<file path="src/rtl/cmd_outcome_pkg.sv">
package cmd_outcome_pkg;

    localparam int NUM_OUTCOMES = 4;

    localparam int OC_SENT    = 0;
    localparam int OC_RESP_OK = 1;
    localparam int OC_CRC_BAD = 2;
    localparam int OC_TIMEOUT = 3;

    typedef enum logic [1:0] {
        ST_IDLE      = 2'd0,
        ST_SEND      = 2'd1,
        ST_WAIT_RESP = 2'd2,
        ST_RECV      = 2'd3
    } cmd_state_e;

endpackage

</file>
<file path="src/rtl/cmd_resp_timer.sv">
module cmd_resp_timer #(
    parameter int TICKS = 64
) (
    input  logic clk,
    input  logic rst_n,
    input  logic restart,
    input  logic tick,
    output logic expired
);
    localparam int CW = $clog2(TICKS) + 1;
    localparam logic [CW-1:0] LAST = CW'(TICKS - 1);

    logic [CW-1:0] cnt_q;

    assign expired = tick && !restart && (cnt_q == LAST);

    always_ff @(posedge clk) begin
        if (!rst_n)              cnt_q <= '0;
        else if (restart)        cnt_q <= '0;
        else if (expired)        cnt_q <= '0;
        else if (tick)           cnt_q <= cnt_q + 1'b1;
    end

    // count never passes the window
    a_r5_cnt_bounded: assert property (@(posedge clk) disable iff (!rst_n)
        cnt_q <= LAST);

    // no enable pulse, no progress
    a_r6_hold_without_tick: assert property (@(posedge clk) disable iff (!rst_n)
        (!tick && !restart) |=> $stable(cnt_q));

endmodule

</file>
<file path="src/rtl/cmd_path_fsm.sv">
module cmd_path_fsm
    import cmd_outcome_pkg::*;
(
    input  logic                    clk,
    input  logic                    rst_n,
    input  logic                    card_clk_en,
    input  logic                    cmd_issue,
    input  logic                    resp_expected,
    input  logic                    cmd_tx_done,
    input  logic                    resp_start,
    input  logic                    resp_done,
    input  logic                    resp_crc_fail,
    input  logic                    timer_expired,
    output logic                    timer_restart,
    output logic                    timer_tick,
    output logic [NUM_OUTCOMES-1:0] set_vec,
    output logic                    active
);
    cmd_state_e state_q, state_d;
    logic       want_resp_q;

    always_ff @(posedge clk) begin
        if (!rst_n) begin
            state_q     <= ST_IDLE;
            want_resp_q <= 1'b0;
        end else begin
            state_q <= state_d;
            if (state_q == ST_IDLE && cmd_issue)
                want_resp_q <= resp_expected;
        end
    end

    always_comb begin
        state_d = state_q;
        unique case (state_q)
            ST_IDLE:      if (cmd_issue) state_d = ST_SEND;
            ST_SEND:      if (cmd_tx_done) state_d = want_resp_q ? ST_WAIT_RESP : ST_IDLE;
            ST_WAIT_RESP: if (resp_start) state_d = ST_RECV;
                          else if (timer_expired) state_d = ST_IDLE;
            ST_RECV:      if (resp_done) state_d = ST_IDLE;
            default:      state_d = ST_IDLE;
        endcase
    end

    always_comb begin
        set_vec       = '0;
        timer_restart = (state_q != ST_WAIT_RESP);
        timer_tick    = (state_q == ST_WAIT_RESP) && card_clk_en && !resp_start;
        active        = (state_q != ST_IDLE);
        unique case (state_q)
            ST_IDLE:      ;
            ST_SEND:      if (cmd_tx_done && !want_resp_q) set_vec[OC_SENT] = 1'b1;
            ST_WAIT_RESP: if (!resp_start && timer_expired) set_vec[OC_TIMEOUT] = 1'b1;
            ST_RECV:      if (resp_done) begin
                              if (resp_crc_fail) set_vec[OC_CRC_BAD] = 1'b1;
                              else               set_vec[OC_RESP_OK] = 1'b1;
                          end
            default:      ;
        endcase
    end

    // never two outcomes at once
    a_r10_one_outcome: assert property (@(posedge clk) disable iff (!rst_n)
        $onehot0(set_vec));

    // outcome recorded means idle next
    a_r9_idle_after_outcome: assert property (@(posedge clk) disable iff (!rst_n)
        (|set_vec) |=> (state_q == ST_IDLE));

    // a busy wait is not disturbed by new issue pulses
    a_r10_wait_holds: assert property (@(posedge clk) disable iff (!rst_n)
        (state_q == ST_WAIT_RESP && !resp_start && !timer_expired) |=> (state_q == ST_WAIT_RESP));

    // reply start leads to RECV, never to a timeout
    a_r12_start_wins: assert property (@(posedge clk) disable iff (!rst_n)
        (state_q == ST_WAIT_RESP && resp_start) |=> (state_q == ST_RECV));

endmodule

</file>
<file path="src/rtl/outcome_flag_bank.sv">
module outcome_flag_bank
    import cmd_outcome_pkg::*;
(
    input  logic                    clk,
    input  logic                    rst_n,
    input  logic [NUM_OUTCOMES-1:0] set_vec,
    input  logic                    clr_wr,
    input  logic [NUM_OUTCOMES-1:0] clr_data,
    input  logic                    mask_wr,
    input  logic [NUM_OUTCOMES-1:0] mask_data,
    output logic [NUM_OUTCOMES-1:0] flags,
    output logic                    irq
);
    logic [NUM_OUTCOMES-1:0] mask_q;

    always_ff @(posedge clk) begin
        if (!rst_n)       mask_q <= '0;
        else if (mask_wr) mask_q <= mask_data;
    end

    for (genvar k = 0; k < NUM_OUTCOMES; k++) begin : g_flag
        always_ff @(posedge clk) begin
            if (!rst_n)                       flags[k] <= 1'b0;
            else if (set_vec[k])              flags[k] <= 1'b1;
            else if (clr_wr && clr_data[k])   flags[k] <= 1'b0;
        end

        // a set in the same cycle as a clear leaves the flag set
        a_r8_set_wins: assert property (@(posedge clk) disable iff (!rst_n)
            set_vec[k] |=> flags[k]);

        // sticky unless its own clear bit is written
        a_r7_sticky: assert property (@(posedge clk) disable iff (!rst_n)
            (flags[k] && !(clr_wr && clr_data[k])) |=> flags[k]);
    end

    assign irq = |(flags & mask_q);

endmodule

</file>
<file path="src/rtl/cmd_outcome_tracker.sv">
module cmd_outcome_tracker
    import cmd_outcome_pkg::*;
#(
    parameter int TIMEOUT_TICKS = 64
) (
    input  logic                    clk,
    input  logic                    rst_n,
    input  logic                    card_clk_en,
    input  logic                    cmd_issue,
    input  logic                    resp_expected,
    input  logic                    cmd_tx_done,
    input  logic                    resp_start,
    input  logic                    resp_done,
    input  logic                    resp_crc_fail,
    input  logic                    clr_wr,
    input  logic [NUM_OUTCOMES-1:0] clr_data,
    input  logic                    mask_wr,
    input  logic [NUM_OUTCOMES-1:0] mask_data,
    output logic [NUM_OUTCOMES-1:0] status_flags,
    output logic                    cmd_active,
    output logic                    irq
);
    logic                    tmr_restart;
    logic                    tmr_tick;
    logic                    tmr_expired;
    logic [NUM_OUTCOMES-1:0] outcome_set;

    cmd_path_fsm u_fsm (
        .clk           (clk),
        .rst_n         (rst_n),
        .card_clk_en   (card_clk_en),
        .cmd_issue     (cmd_issue),
        .resp_expected (resp_expected),
        .cmd_tx_done   (cmd_tx_done),
        .resp_start    (resp_start),
        .resp_done     (resp_done),
        .resp_crc_fail (resp_crc_fail),
        .timer_expired (tmr_expired),
        .timer_restart (tmr_restart),
        .timer_tick    (tmr_tick),
        .set_vec       (outcome_set),
        .active        (cmd_active)
    );

    cmd_resp_timer #(.TICKS(TIMEOUT_TICKS)) u_timer (
        .clk     (clk),
        .rst_n   (rst_n),
        .restart (tmr_restart),
        .tick    (tmr_tick),
        .expired (tmr_expired)
    );

    outcome_flag_bank u_flags (
        .clk       (clk),
        .rst_n     (rst_n),
        .set_vec   (outcome_set),
        .clr_wr    (clr_wr),
        .clr_data  (clr_data),
        .mask_wr   (mask_wr),
        .mask_data (mask_data),
        .flags     (status_flags),
        .irq       (irq)
    );

    // a flag can only rise while a command was in flight
    a_r9_rise_from_active: assert property (@(posedge clk) disable iff (!rst_n)
        (!cmd_active) |=> ((status_flags & ~$past(status_flags)) == '0));

endmodule

</file>
<file path="config.mk">
export PLATFORM = sky130hd
export DESIGN_NAME = cmd_outcome_tracker
export DESIGN_NICKNAME = d
export VERILOG_FILES = /design/src/rtl/cmd_outcome_pkg.sv /design/src/rtl/cmd_resp_timer.sv /design/src/rtl/cmd_path_fsm.sv /design/src/rtl/outcome_flag_bank.sv /design/src/rtl/cmd_outcome_tracker.sv
export SDC_FILE = /design/constraint.sdc
export NUM_CORES = 1
export LEC_CHECK = 0
export BUFFER_PORTS_ARGS = -buffer_cell sky130_fd_sc_hd__clkbuf_2
export CORE_MARGIN = 2
export CORE_UTILIZATION = 55
export CTS_BUF_LIST = sky130_fd_sc_hd__clkbuf_2 sky130_fd_sc_hd__clkbuf_4 sky130_fd_sc_hd__clkbuf_8
export DETAILED_ROUTE_END_ITERATION = 10
export PLACE_DENSITY = 0.79
export SYNTH_ARGS = -nofsm -noshare
export SYNTH_HDL_FRONTEND = slang
export SYNTH_HIERARCHICAL = 1
export SYNTH_SLANG_ARGS = --single-unit
</file>
<file path="constraint.sdc">
create_clock -name clk -period 3 [get_ports clk]
set_clock_uncertainty 0.1 [all_clocks]
set_input_delay 0.3 -clock clk [delete_from_list [all_inputs] [get_ports clk]]
set_output_delay 0.3 -clock clk [all_outputs]
set_load 0.01 [all_outputs]
</file>
==> results of run 1 <==
## cell usage in the layout (no fill, tap or decap), types with 4 or more instances in the layout
| master | Yosys | final |
|---|---|---|
| dfxtp_1 | 18 | 18 |
| inv_1 | 6 | 6 |
| nor2_1 | 6 | 6 |
| nand2_1 | 12 | 12 |
| nor2b_1 | 4 | 4 |
| a31oi_1 | 5 | 5 |
| clkbuf_2 | 0 | 24 |
| mux2i_1 | 6 | 6 |
| o21ai_0 | 5 | 5 |
## power by group through the flow
stage / logic [mW] / clock network [mW] / registers [mW]
2_1_floorplan: 0.0246 / 0 / 0.253
3_3_place_gp: 0.0371 / 0 / 0.256
3_5_place_dp: 0.0387 / 0 / 0.257
4_1_cts: 0.0391 / 0.156 / 0.252
5_1_grt: 0.0435 / 0.164 / 0.252
6_report: 0.0388 / 0.150 / 0.251
## layout make-up
cell class / instances / share of cell area (%)
Clock buffer: 4 / 3.47
Inverter: 6 / 2.15
Multi-Input combinational cell: 71 / 45.8
Sequential cell: 18 / 34.4
Tap cell: 16 / 1.91
Timing Repair Buffer: 25 / 12.2
## per-stage QoR
stage	power [mW]	setup slack [ps]	util (%)	hold slack, ps
after floorplan	0.277	1010	-	307
after global placement	0.293	861	66.3	378
after detailed placement	0.296	737	66.3	371
after CTS	0.447	684	68.6	72.8
after global routing	0.460	543	68.6	87.0
final	0.440	702	68.6	86.0
## metal layers
metal,vias up,share of wire (%),track usage (%)
met5,-,0,0
met3,2,3.6,2.45
met1,365,45,22.7
li1,396,-,-
met4,0,0.54,10.9
met2,15,51,38.8
## critical path, delay by kind of cell (launching register included)
family | cells | cell delay, ps
AOI/OAI and AO/OA | 2 | 240
and+or+nand+nor | 7 | 1150
buffers and inverters | 1 | 180
DFF | 1 | 560
## logic make-up (layout without fill, tap and decap cells)
family	Yosys count	in the layout	synth area share, %
and+or+nand+nor	41	41	27.5
muxes	6	6	6.68
adders and majority gates	1	1	1.39
AOI/OAI and AO/OA	20	20	14.7
buffers and inverters	10	35	6.68
xor gates and xnor gates	3	3	2.92
DFF	18	18	40.1
## state kept, by name (all words and copies together), names as in the netlist
| signal | flops |
|---|---|
| u_flags/flags | 4 |
| u_flags/mask_q | 4 |
| u_fsm/state_q | 2 |
| u_fsm/want_resp_q | 1 |
| u_timer/cnt_q | 7 |
## path summary, 6_finish.rpt
kind                            startpoint                             to
max          u_fsm/state_q[1]$_SDFFE_PN0P_  u_flags/flags[3]$_SDFFE_PN0P_
min                            clr_data[1]  u_flags/flags[1]$_SDFFE_PN0P_
max reg2reg  u_fsm/state_q[1]$_SDFFE_PN0P_  u_flags/flags[3]$_SDFFE_PN0P_
min reg2reg  u_timer/cnt_q[6]$_SDFFE_PP0P_  u_timer/cnt_q[6]$_SDFFE_PP0P_
==> metrics.md, run 1 <==
| Metric | Value |
|---|---|
| Run status | `finished clean` |
| Max-cap viol count | `0` |
| Rel. slew slack | `75.5%` |
| Reg area | `360 um2` |
| Vias | `778` |
| Mapped Avg Cell Area | `9.09 um2` |
| Placed Cells | `136` |
| Psw | `0.100 mW` |
| # hold bufs at CTS | `0` |
| Die Span X | `44.4 um` |
| Seq pwr share | `57.1%` |
| Worst hold path cell count | `2` |
| Ant. Diodes | `0` |
| Htree depth | `1` |
| Layout area overhead | `16.3%` |
| Placeable Area | `1520 um2` |
| Netlist Area Pre-Place | `900 um2` |
| Seq/Total Area, Yosys | `40.1%` |
| Mapped Cells | `99` |
| Post-Layout Cell Count | `140` |
| Row count | `14` |
| Final estimated routing congestion in global placement | `0.783` |
| Yosys Warn Count | `6` |
| Critical path required time | `3130 ps` |
| Die Span Y | `44.4 um` |
| Cell Chain, Critical Path | `nand2b_4, nor3b_1, buf_4, nand2_1, nor4_2, and2b_2, nand2b_1, nor2_1, o21ai_0, a31oi_1` |
| Fin. max-slew vios | `0` |
| Final hold viol count | `0` |
| Post-synth top cells | `18 x dfxtp_1, 12 x nand2_1, 6 x inv_1, 6 x mux2i_1, 6 x nor2_1` |
| Post-synth EDFFs | `0` |
| Final period util | `76.6%` |
| PwrDens | `421 nW/um2` |
| F_max | `0.435 GHz` |
| Combinational Power Share | `8.8%` |
| Worst-skew pair later-pin latency | `290 ps` |
| Initial Util | `59.0%` |
| Worst min path class | `in2reg` |
| Global-route wire length before repair | `2990 um` |
| Layout Nets | `145` |
| Via-to-Cell Ratio | `5.56` |
| Clock Sink Count | `18` |
| Vias in the first global route | `733` |
| Synth area leader | `dfxtp_1` |
| Ys flop type | `dfxtp_1` |
| Layout Cell Area excl Fill | `1050 um2` |
| Leakage power | `0.431 nW` |
| CP Launch Type | `flip-flop` |
| Drt wl/cell | `13.2 um` |
| Port-buffer cells | `24` |
| Final setup violation count | `0` |
| Top-count cell post-synth | `dfxtp_1` |
| Worst vdd ir | `0.000262 V` |
| Crit Path Category | `reg2reg` |
| Antenna Violating Nets Remaining | `0` |
| Final HPWL DP | `1400 um` |
| Setup total negative slack | `0 ps` |
| Switching portion of total power | `22.8%` |
| Drt drc | `0` |
| Area of the multi-input gates | `479 um2` |
| Crit-path max FO | `9` |
| Unrepaired setup endpoints after global routing | `no` |
| Max incr delay on CP | `560 ps` |
| Full die area | `1980 um2` |
| Synth area leaders | `dfxtp_1 40%, mux2i_1 6.7%, nand2_1 5.0%, a31oi_1 3.5%, nand2b_4 3.1%` |
| CTS Buf Count | `3` |
| Total track usage | `20.8%` |
| R2R setup slack | `700 ps` |
| Synth cell types | `33` |
| Pin count of the biggest net entering global routing | `16` |
| WL final | `1850 um` |
| P_int | `0.340 mW` |
| Asr flop ratio synth | `0%` |
| Iteration-0 DRC Markers | `37` |
| Initial antenna violation count | `0` |
| Slowest CP cell | `dfxtp_1` |
| CP Data Arrival Time | `2430 ps` |
| Worst Reg-to-Reg Cells | `10` |
| FILL cells | `123` |
| CTS resizes | `0` |
| Critical Path Sink Type | `flip-flop` |
| Clock buffer depth | `2` |
| Clock power frac | `34.1%` |
| Clock tree root buffer cell | `clkbuf_4` |
| CTS tree | `built` |
| Num ports | `25` |
| Net Count, Synth | `119` |
| Postcts setup bufs | `0` |
| #FFs+latches synth | `18` |
| Area after DPL | `1010 um2` |
| Top cell type's share of synthesized area | `40.1%` |
| CTS clock-pin slew for the worst setup and hold paths | `110 ps` |
| Worst slew pin tran | `366 ps` |
| Fraction of layout cells with a size suffix above 1 | `29.0%` |
| Grt ovf | `0` |
| Initial DRT Pass Iterations | `4` |
| Post-layout min period | `2300 ps` |
(Power assumes the default switching activity.)
==> run 2: changes to the inputs <==
--- a/config.mk
+++ b/config.mk
@@ -7,10 +7,10 @@
 export LEC_CHECK = 0
 export BUFFER_PORTS_ARGS = -buffer_cell sky130_fd_sc_hd__clkbuf_2
 export CORE_MARGIN = 2
-export CORE_UTILIZATION = 55
+export CORE_UTILIZATION = 53
 export CTS_BUF_LIST = sky130_fd_sc_hd__clkbuf_2 sky130_fd_sc_hd__clkbuf_4 sky130_fd_sc_hd__clkbuf_8
 export DETAILED_ROUTE_END_ITERATION = 10
-export PLACE_DENSITY = 0.79
+export PLACE_DENSITY = 0.77
 export SYNTH_ARGS = -nofsm -noshare
 export SYNTH_HDL_FRONTEND = slang
 export SYNTH_HIERARCHICAL = 1
==> constraint.sdc (replaced) <==
create_clock -name clk -period 2.3 [get_ports clk]
set_clock_uncertainty 0.1 [all_clocks]
set_input_delay 0.23 -clock clk [delete_from_list [all_inputs] [get_ports clk]]
set_output_delay 0.23 -clock clk [all_outputs]
set_load 0.01 [all_outputs]
==> run 2 against run 1 <==
First-iteration DRC count is 73% lower. Flip-flop and latch count is the same. Highest routed layer unchanged. Global-route usage is 2.3 points lower. Via count up 1.0%. Sequential share of layout area is 0.17 points lower. Largest cell class unchanged. Maximum frequency is 9.9% higher. Largest power group unchanged. Non-clock buffer count increased by 1. Critical path depth fell by 1. Clock power is 29% higher. Setup slack got worse by 490 ps.
==> metrics.md, run 2 (synthesis results as in run 1) <==
| Metric | Value |
|---|---|
| Run status | `finished clean` |
| Initial Util | `58.4% (-0.67 points)` |
| Setup total negative slack | `0 ps (unchanged)` |
| Worst slew pin tran | `309 ps (-57.1 ps)` |
| Worst Hold Path EP | `u_flags/flags[2]$_SDFFE_PN0P_` |
| Drt drc | `0 (unchanged)` |
| Crit-path max FO | `9 (unchanged)` |
| CTS resizes | `0 (unchanged)` |
| Worst-skew pair later-pin latency | `290 ps (about the same)` |
| Cell Chain, Critical Path | `nand2b_4, nor3b_1, nand2_1, nor4_2, and2b_2, nand2b_1, nor2_1, o21ai_0, a31oi_1` |
| Hold_sp | `clr_data[2]` |
| Iteration-0 DRC Markers | `10 (-73%)` |
| CP top delay family | `simple AND/OR/NAND/NOR gates` |
| CTS tree | `built` |
| Unrepaired setup endpoints after global routing | `no` |
| Setup ws final | `208 ps (-493 ps)` |
| R2R setup slack | `210 ps (-490 ps)` |
| Area after DPL | `1020 um2 (+0.74%)` |
| Final hold viol count | `0 (unchanged)` |
| Slowest CP cell | `dfxtp_2` |
| Largest Register | `u_timer/cnt_q` |
| Total track usage | `18.5% (-2.3 points)` |
| Worst hold path cell count | `2 (unchanged)` |
| Critical path required time | `2430 ps (-700 ps)` |
| CP Data Arrival Time | `2220 ps (-210 ps)` |
| Area of the multi-input gates | `479 um2 (unchanged)` |
| Worst vdd ir | `0.000345 V (+32%)` |
| Rel. slew slack | `79.2% (+3.7 points)` |
| Port-buffer cells | `24 (unchanged)` |
| Post-Layout Cell Count | `141 (+0.71%)` |
| Layout area overhead | `17.2%` |
| Htree depth | `1 (unchanged)` |
| Placeable Area | `1540 um2 (+1.1%)` |
| Num ports | `25 (unchanged)` |
| Placed Cells | `137 (+0.74%)` |
| Drt wl/cell | `11.8 um (-11%)` |
| Final estimated routing congestion in global placement | `0.856 (+9.3%)` |
| Crit Path Category | `reg2reg` |
| FILL cells | `140 (+14%)` |
| CP Launch Type | `flip-flop` |
| F_max | `0.478 GHz (+9.9%)` |
| Max incr delay on CP | `460 ps (-100 ps)` |
| Max FFs per register | `7 (unchanged)` |
| Fraction of layout cells with a size suffix above 1 | `30.4% (+1.4 points)` |
| Vias in the first global route | `662 (-9.7%)` |
| Most frequent cells in the layout | `24 x clkbuf_2, 17 x dfxtp_1, 12 x nand2_1` |
| Reg-to-reg critical path endpoint | `u_flags/flags[3]$_SDFFE_PN0P_` |
| Commonest non-fill, non-tap cell in the layout | `clkbuf_2` |
| Global-route wire length before repair | `2630 um (-12%)` |
| PwrDens | `543 nW/um2 (+29%)` |
| Critical Path Sink Type | `flip-flop` |
| Row count | `14 (unchanged)` |
| Fin. max-slew vios | `0 (unchanged)` |
| Max-cap viol count | `0 (unchanged)` |
| Layout Nets | `146 (+0.69%)` |
| Leakage power | `0.436 nW (+1.3%)` |
| # hold bufs at CTS | `0 (unchanged)` |
| CP bufs+invs | `0 (-1)` |
| Vias | `786 (+1.0%)` |
| CTS clock-pin slew for the worst setup and hold paths | `100 ps (about the same)` |
| Final HPWL DP | `1320 um (-5.9%)` |
| Post-layout min period | `2090 ps (-207 ps)` |
| Worst min path class | `in2reg` |
| Die Span X | `45.2 um (+1.7%)` |
| Initial DRT Pass Iterations | `4 (unchanged)` |
| Postcts setup bufs | `0 (unchanged)` |
| Layout Cell Area excl Fill | `1050 um2 (+0.84%)` |
| CTS Buf Count | `3 (unchanged)` |
| Final period util | `90.9% (+14 points)` |
| Full die area | `2040 um2 (+3.4%)` |
| Reg area | `362 um2 (+0.35%)` |
| Via-to-Cell Ratio | `5.57 (+0.31%)` |
| Initial antenna violation count | `0 (unchanged)` |
| Reg-to-reg critical path startpoint | `u_fsm/state_q[1]$_SDFFE_PN0P_` |
| Clock tree root buffer cell | `clkbuf_4` |
| Clock buffer depth | `2 (unchanged)` |
| Post-placement setup slack | `133 ps (-603 ps)` |
| Worst Reg-to-Reg Cells | `9 (-1)` |
| Ant. Diodes | `0 (unchanged)` |
| Die Span Y | `45.2 um (+1.7%)` |
| WL final | `1660 um (-10%)` |
| Clock Sink Count | `18 (unchanged)` |
| Top flop regs | `u_timer/cnt_q (7), u_flags/flags (4), u_flags/mask_q (4)` |
| Pin count of the biggest net entering global routing | `16 (unchanged)` |
| Grt ovf | `0 (unchanged)` |
| Antenna Violating Nets Remaining | `0 (unchanged)` |
| Final setup violation count | `0 (unchanged)` |
-- run 2: power breakdown --
group / leakage [nW] / switching (mW) / internal (mW) / total, mW
clock network: 0.0210 / 0.0979 / 0.0965 / 0.194
registers: 0.147 / 0.00485 / 0.319 / 0.324
logic: 0.269 / 0.0249 / 0.0295 / 0.0543
total: 0.436 / 0.128 / 0.445 / 0.573
-- run 2: cell type report --
type | count | share of cell area (%)
Multi-Input combinational cell | 71 | 45.4
Sequential cell | 18 | 34.3
Timing Repair Buffer | 26 | 12.8
Clock buffer | 4 | 3.44
Inverter | 6 | 2.14
Tap cell | 16 | 1.90
-- run 2: metrics by stage --
step	utilization [%]	power, mW	hold slack [ps]
5_1_grt	68.4	0.596	15.1
3_3_place_gp	66.0	0.385	330
6_report	68.4	0.573	18.9
3_5_place_dp	66.0	0.387	337
4_1_cts	68.3	0.582	10.8
2_1_floorplan	-	0.362	237
-- run 2: how the worst max path moves through the flow --
stage	startpoint	to	slack [ps]	depth (start not counted)
6_report	u_fsm/state_q[1]$_SDFFE_PN0P_	u_flags/flags[3]$_SDFFE_PN0P_	210	9
5_1_grt	u_fsm/state_q[1]$_SDFFE_PN0P_	u_flags/flags[3]$_SDFFE_PN0P_	50	9
4_1_cts	u_fsm/state_q[1]$_SDFFE_PN0P_	u_flags/flags[3]$_SDFFE_PN0P_	100	9
3_5_place_dp	u_fsm/state_q[1]$_SDFFE_PN0P_	u_flags/flags[3]$_SDFFE_PN0P_	130	9
3_3_place_gp	u_fsm/state_q[1]$_SDFFE_PN0P_	u_flags/flags[3]$_SDFFE_PN0P_	220	9
2_1_floorplan	u_fsm/state_q[0]$_SDFFE_PN0P_	u_fsm/state_q[1]$_SDFFE_PN0P_	310	10
-- run 2: metal layers --
layer,vias to the layer above,wire [um],part of all wire (%),global-route usage (%)
met2,27,797,48,30.6
li1,405,-,-,-
met3,4,101,6.1,3.60
met4,0,38,2.3,10.6
met1,350,723,44,22.2
met5,-,0,0,0
==> run 3: changes to the inputs <==
--- a/config.mk
+++ b/config.mk
@@ -7,11 +7,10 @@
 export LEC_CHECK = 0
 export BUFFER_PORTS_ARGS = -buffer_cell sky130_fd_sc_hd__clkbuf_2
 export CORE_MARGIN = 2
-export CORE_UTILIZATION = 53
+export CORE_UTILIZATION = 52
 export CTS_BUF_LIST = sky130_fd_sc_hd__clkbuf_2 sky130_fd_sc_hd__clkbuf_4 sky130_fd_sc_hd__clkbuf_8
 export DETAILED_ROUTE_END_ITERATION = 10
-export PLACE_DENSITY = 0.77
+export PLACE_DENSITY = 0.87
 export SYNTH_ARGS = -nofsm -noshare
 export SYNTH_HDL_FRONTEND = slang
-export SYNTH_HIERARCHICAL = 1
 export SYNTH_SLANG_ARGS = --single-unit
==> run 3 against run 2 <==
Via count down 9.4%. Global-route usage up 0.51 points. Worst hold slack better by 78 ps. Critical path type unchanged.
==> metrics.md, run 3 <==
| Metric | Value |
|---|---|
| Run status | `finished clean` |
| # hold bufs at CTS | `0 (unchanged)` |
| Crit Path Category | `reg2reg` |
| CTS resizes | `0 (unchanged)` |
| Worst Hold Path EP | `u_fsm.want_resp_q$_SDFFE_PN0P_` |
| Critical Path Sink Type | `flip-flop` |
| Worst Reg-to-Reg Cells | `4 (-5)` |
| Pin count of the biggest net entering global routing | `13 (-3)` |
| Uppermost layer routed | `met4` |
| Drt drc | `0 (unchanged)` |
| Global-route wire length before repair | `2730 um (+4.0%)` |
| Critical path required time | `2370 ps (-60 ps)` |
| Ant. Diodes | `0 (unchanged)` |
| Setup total negative slack | `0 ps (unchanged)` |
| Unrepaired setup endpoints after global routing | `no` |
| Mapped Cells | `89 (-10%)` |
| Num ports | `25 (unchanged)` |
| Commonest non-fill, non-tap cell in the layout | `clkbuf_2` |
| Final period util | `77.4% (-14 points)` |
| WL final | `1700 um (+2.3%)` |
| Area after DPL | `985 um2 (-3.2%)` |
| Synth area leaders | `dfxtp_1 41%, mux2i_1 6.8%, mux4_2 5.1%, nor2b_1 4.9%, xor2_1 4.0%` |
| Clock buffer depth | `2 (unchanged)` |
| Drt wl/cell | `13.3 um (+13%)` |
| Initial DRT Pass Iterations | `4 (unchanged)` |
| Net Count, Synth | `109 (-8.4%)` |
| Final HPWL DP | `1300 um (-1.6%)` |
| Crit-path max FO | `10 (+1)` |
| Fin. max-slew vios | `0 (unchanged)` |
| Total Power | `0.599 mW (+4.5%)` |
| Final setup violation count | `0 (unchanged)` |
| Yosys Warn Count | `0 (-6)` |
| Clock Sink Count | `18 (unchanged)` |
| R2R setup slack | `520 ps (+310 ps)` |
| Total track usage | `19.0% (+0.51 points)` |
| Antenna Violating Nets Remaining | `0 (unchanged)` |
| Clock tree root buffer cell | `clkbuf_4` |
| Most frequent cells in the layout | `24 x clkbuf_2, 18 x dfxtp_1, 9 x nand2_1` |
| Iteration-0 DRC Markers | `19 (+9)` |
| Via-to-Cell Ratio | `5.56 (-0.21%)` |
| Die Span X | `45.3 um (+0.17%)` |
| CTS tree | `built` |
| Top flop regs | `u_timer.cnt_q (7), u_flags.flags (4), u_flags.mask_q (4)` |
| Worst-skew pair later-pin latency | `290 ps (about the same)` |
| Ys flop type | `dfxtp_1` |
| CP Launch Type | `flip-flop` |
| Die Span Y | `45.3 um (+0.17%)` |
| Grt ovf | `0 (unchanged)` |
| DR WL met2 | `867 um (+8.8%)` |
| PwrDens | `586 nW/um2 (+7.9%)` |
| Final estimated routing congestion in global placement | `0.807 (-5.7%)` |
| CTS clock-pin slew for the worst setup and hold paths | `100 ps (about the same)` |
| Reg-to-reg critical path startpoint | `u_fsm.state_q[1]$_SDFFE_PN0P_` |
| Layout area overhead | `15.3%` |
| Synth area leader | `dfxtp_1` |
| Largest Register | `u_timer.cnt_q` |
| Max-cap viol count | `0 (unchanged)` |
| Placeable Area | `1560 um2 (+1.1%)` |
| Row count | `14 (unchanged)` |
| Post-synth EDFFs | `0 (unchanged)` |
| Top cell type's share of synthesized area | `40.7% (+0.62 points)` |
| Post-synth top cells | `18 x dfxtp_1, 9 x nand2_1, 7 x nor2_1, 7 x nor2b_1, 6 x mux2i_1` |
| Top-count cell post-synth | `dfxtp_1` |
| Mapped Avg Cell Area | `9.95 um2 (+9.5%)` |
| M1 wire length | `715 um (-1.1%)` |
| CTS Buf Count | `3 (unchanged)` |
| WL met3 | `93 um (-7.9%)` |
| Htree depth | `1 (unchanged)` |
| Vias in the first global route | `661 (-0.15%)` |
| Vias | `712 (-9.4%)` |
| Worst hold path cell count | `3 (+1)` |
| Fraction of layout cells with a size suffix above 1 | `30.4% (-0.043 points)` |
| F_max | `0.562 GHz (+18%)` |
| #FFs+latches synth | `18 (unchanged)` |
| Layout Cell Area excl Fill | `1020 um2 (-3.2%)` |
| Port-buffer cells | `24 (unchanged)` |
| Hold_sp | `resp_expected` |
| Netlist Area Pre-Place | `886 um2 (-1.5%)` |
| Final hold viol count | `0 (unchanged)` |
| Worst slew pin tran | `325 ps (+15.8 ps)` |
| Full die area | `2050 um2 (+0.33%)` |
| Rel. slew slack | `78.3% (-0.88 points)` |
| Initial antenna violation count | `0 (unchanged)` |
| Synth cell types | `29 (-12%)` |
| Worst vdd ir | `0.000411 V (+19%)` |
| Max FFs per register | `7 (unchanged)` |
| Seq/Total Area, Yosys | `40.7% (+0.62 points)` |
| Asr flop ratio synth | `0% (unchanged)` |
| Worst min path class | `in2reg` |
| Initial Util | `56.8% (-1.5 points)` |
| Leakage power | `0.456 nW (+4.4%)` |
| Layout Nets | `133 (-8.9%)` |
| Reg-to-reg critical path endpoint | `u_timer.cnt_q[5]$_SDFFE_PP0N_` |
| Post-layout min period | `1780 ps (-312 ps)` |
| CP Data Arrival Time | `1850 ps (-370 ps)` |
| Postcts setup bufs | `0 (unchanged)` |
## run 3: cell families (layout without fill, tap and decap cells)
group / count (synthesis) / in the layout / share of synthesized area, %
AOI/OAI and AO/OA: 12 / 12 / 11.2
xor gates and xnor gates: 5 / 5 / 4.94
adders and majority gates: 1 / 1 / 1.41
buffers and inverters: 7 / 30 / 5.51
DFF: 18 / 18 / 40.7
muxes: 8 / 8 / 11.9
and+or+nand+nor: 38 / 38 / 24.4
## run 3: worst max-delay path, stage by stage (launching register included)
cell      delay [ps]
dfxtp_1          520
and4bb_1         430
nand4_4          170
o31ai_4          370
nor2_1            90
## run 3: worst max path at each step
stage | to | from
6_report | u_timer.cnt_q[5]$_SDFFE_PP0N_ | u_fsm.state_q[1]$_SDFFE_PN0P_
2_1_floorplan | u_timer.cnt_q[0]$_SDFFE_PP0N_ | u_fsm.state_q[0]$_SDFFE_PN0P_
3_5_place_dp | u_timer.cnt_q[5]$_SDFFE_PP0N_ | u_fsm.state_q[1]$_SDFFE_PN0P_
5_1_grt | u_timer.cnt_q[2]$_SDFFE_PP0N_ | u_fsm.state_q[1]$_SDFFE_PN0P_
3_3_place_gp | u_timer.cnt_q[1]$_SDFFE_PP0N_ | u_fsm.state_q[1]$_SDFFE_PN0P_
4_1_cts | u_timer.cnt_q[5]$_SDFFE_PP0N_ | u_fsm.state_q[1]$_SDFFE_PN0P_
## run 3: report_power, final
| group | internal [mW] | total [mW] | switching (mW) |
|---|---|---|---|
| Combinational | 0.0410 | 0.0720 | 0.0310 |
| Clock | 0.0963 | 0.191 | 0.0943 |
| Sequential | 0.322 | 0.336 | 0.0137 |
## run 3: cell type report
cell class	count	area (um2)
Fill cell	133	538
Multi-Input combinational cell	64	477
Sequential cell	18	360
Timing Repair Buffer	24	120
Clock buffer	4	36.3
Tap cell	16	20.0
Inverter	2	7.51
## run 3: stage by stage
step,hold WS [ps],setup WS [ps],cells,util (%)
finish,97.1,520,128,65.5
CTS,88.1,521,128,65.5
detailed placement,397,544,124,63.2
global placement,375,608,124,63.2
global route,89.6,383,128,65.5
floorplan,284,780,89,-
## run 3: per-layer routing
| layer | up-vias | global-route usage [%] |
|---|---|---|
| met1 | 330 | 21.5 |
| met3 | 2 | 4.00 |
| met4 | 0 | 10.6 |
| li1 | 355 | - |
| met2 | 25 | 32.9 |
| met5 | - | 0 |
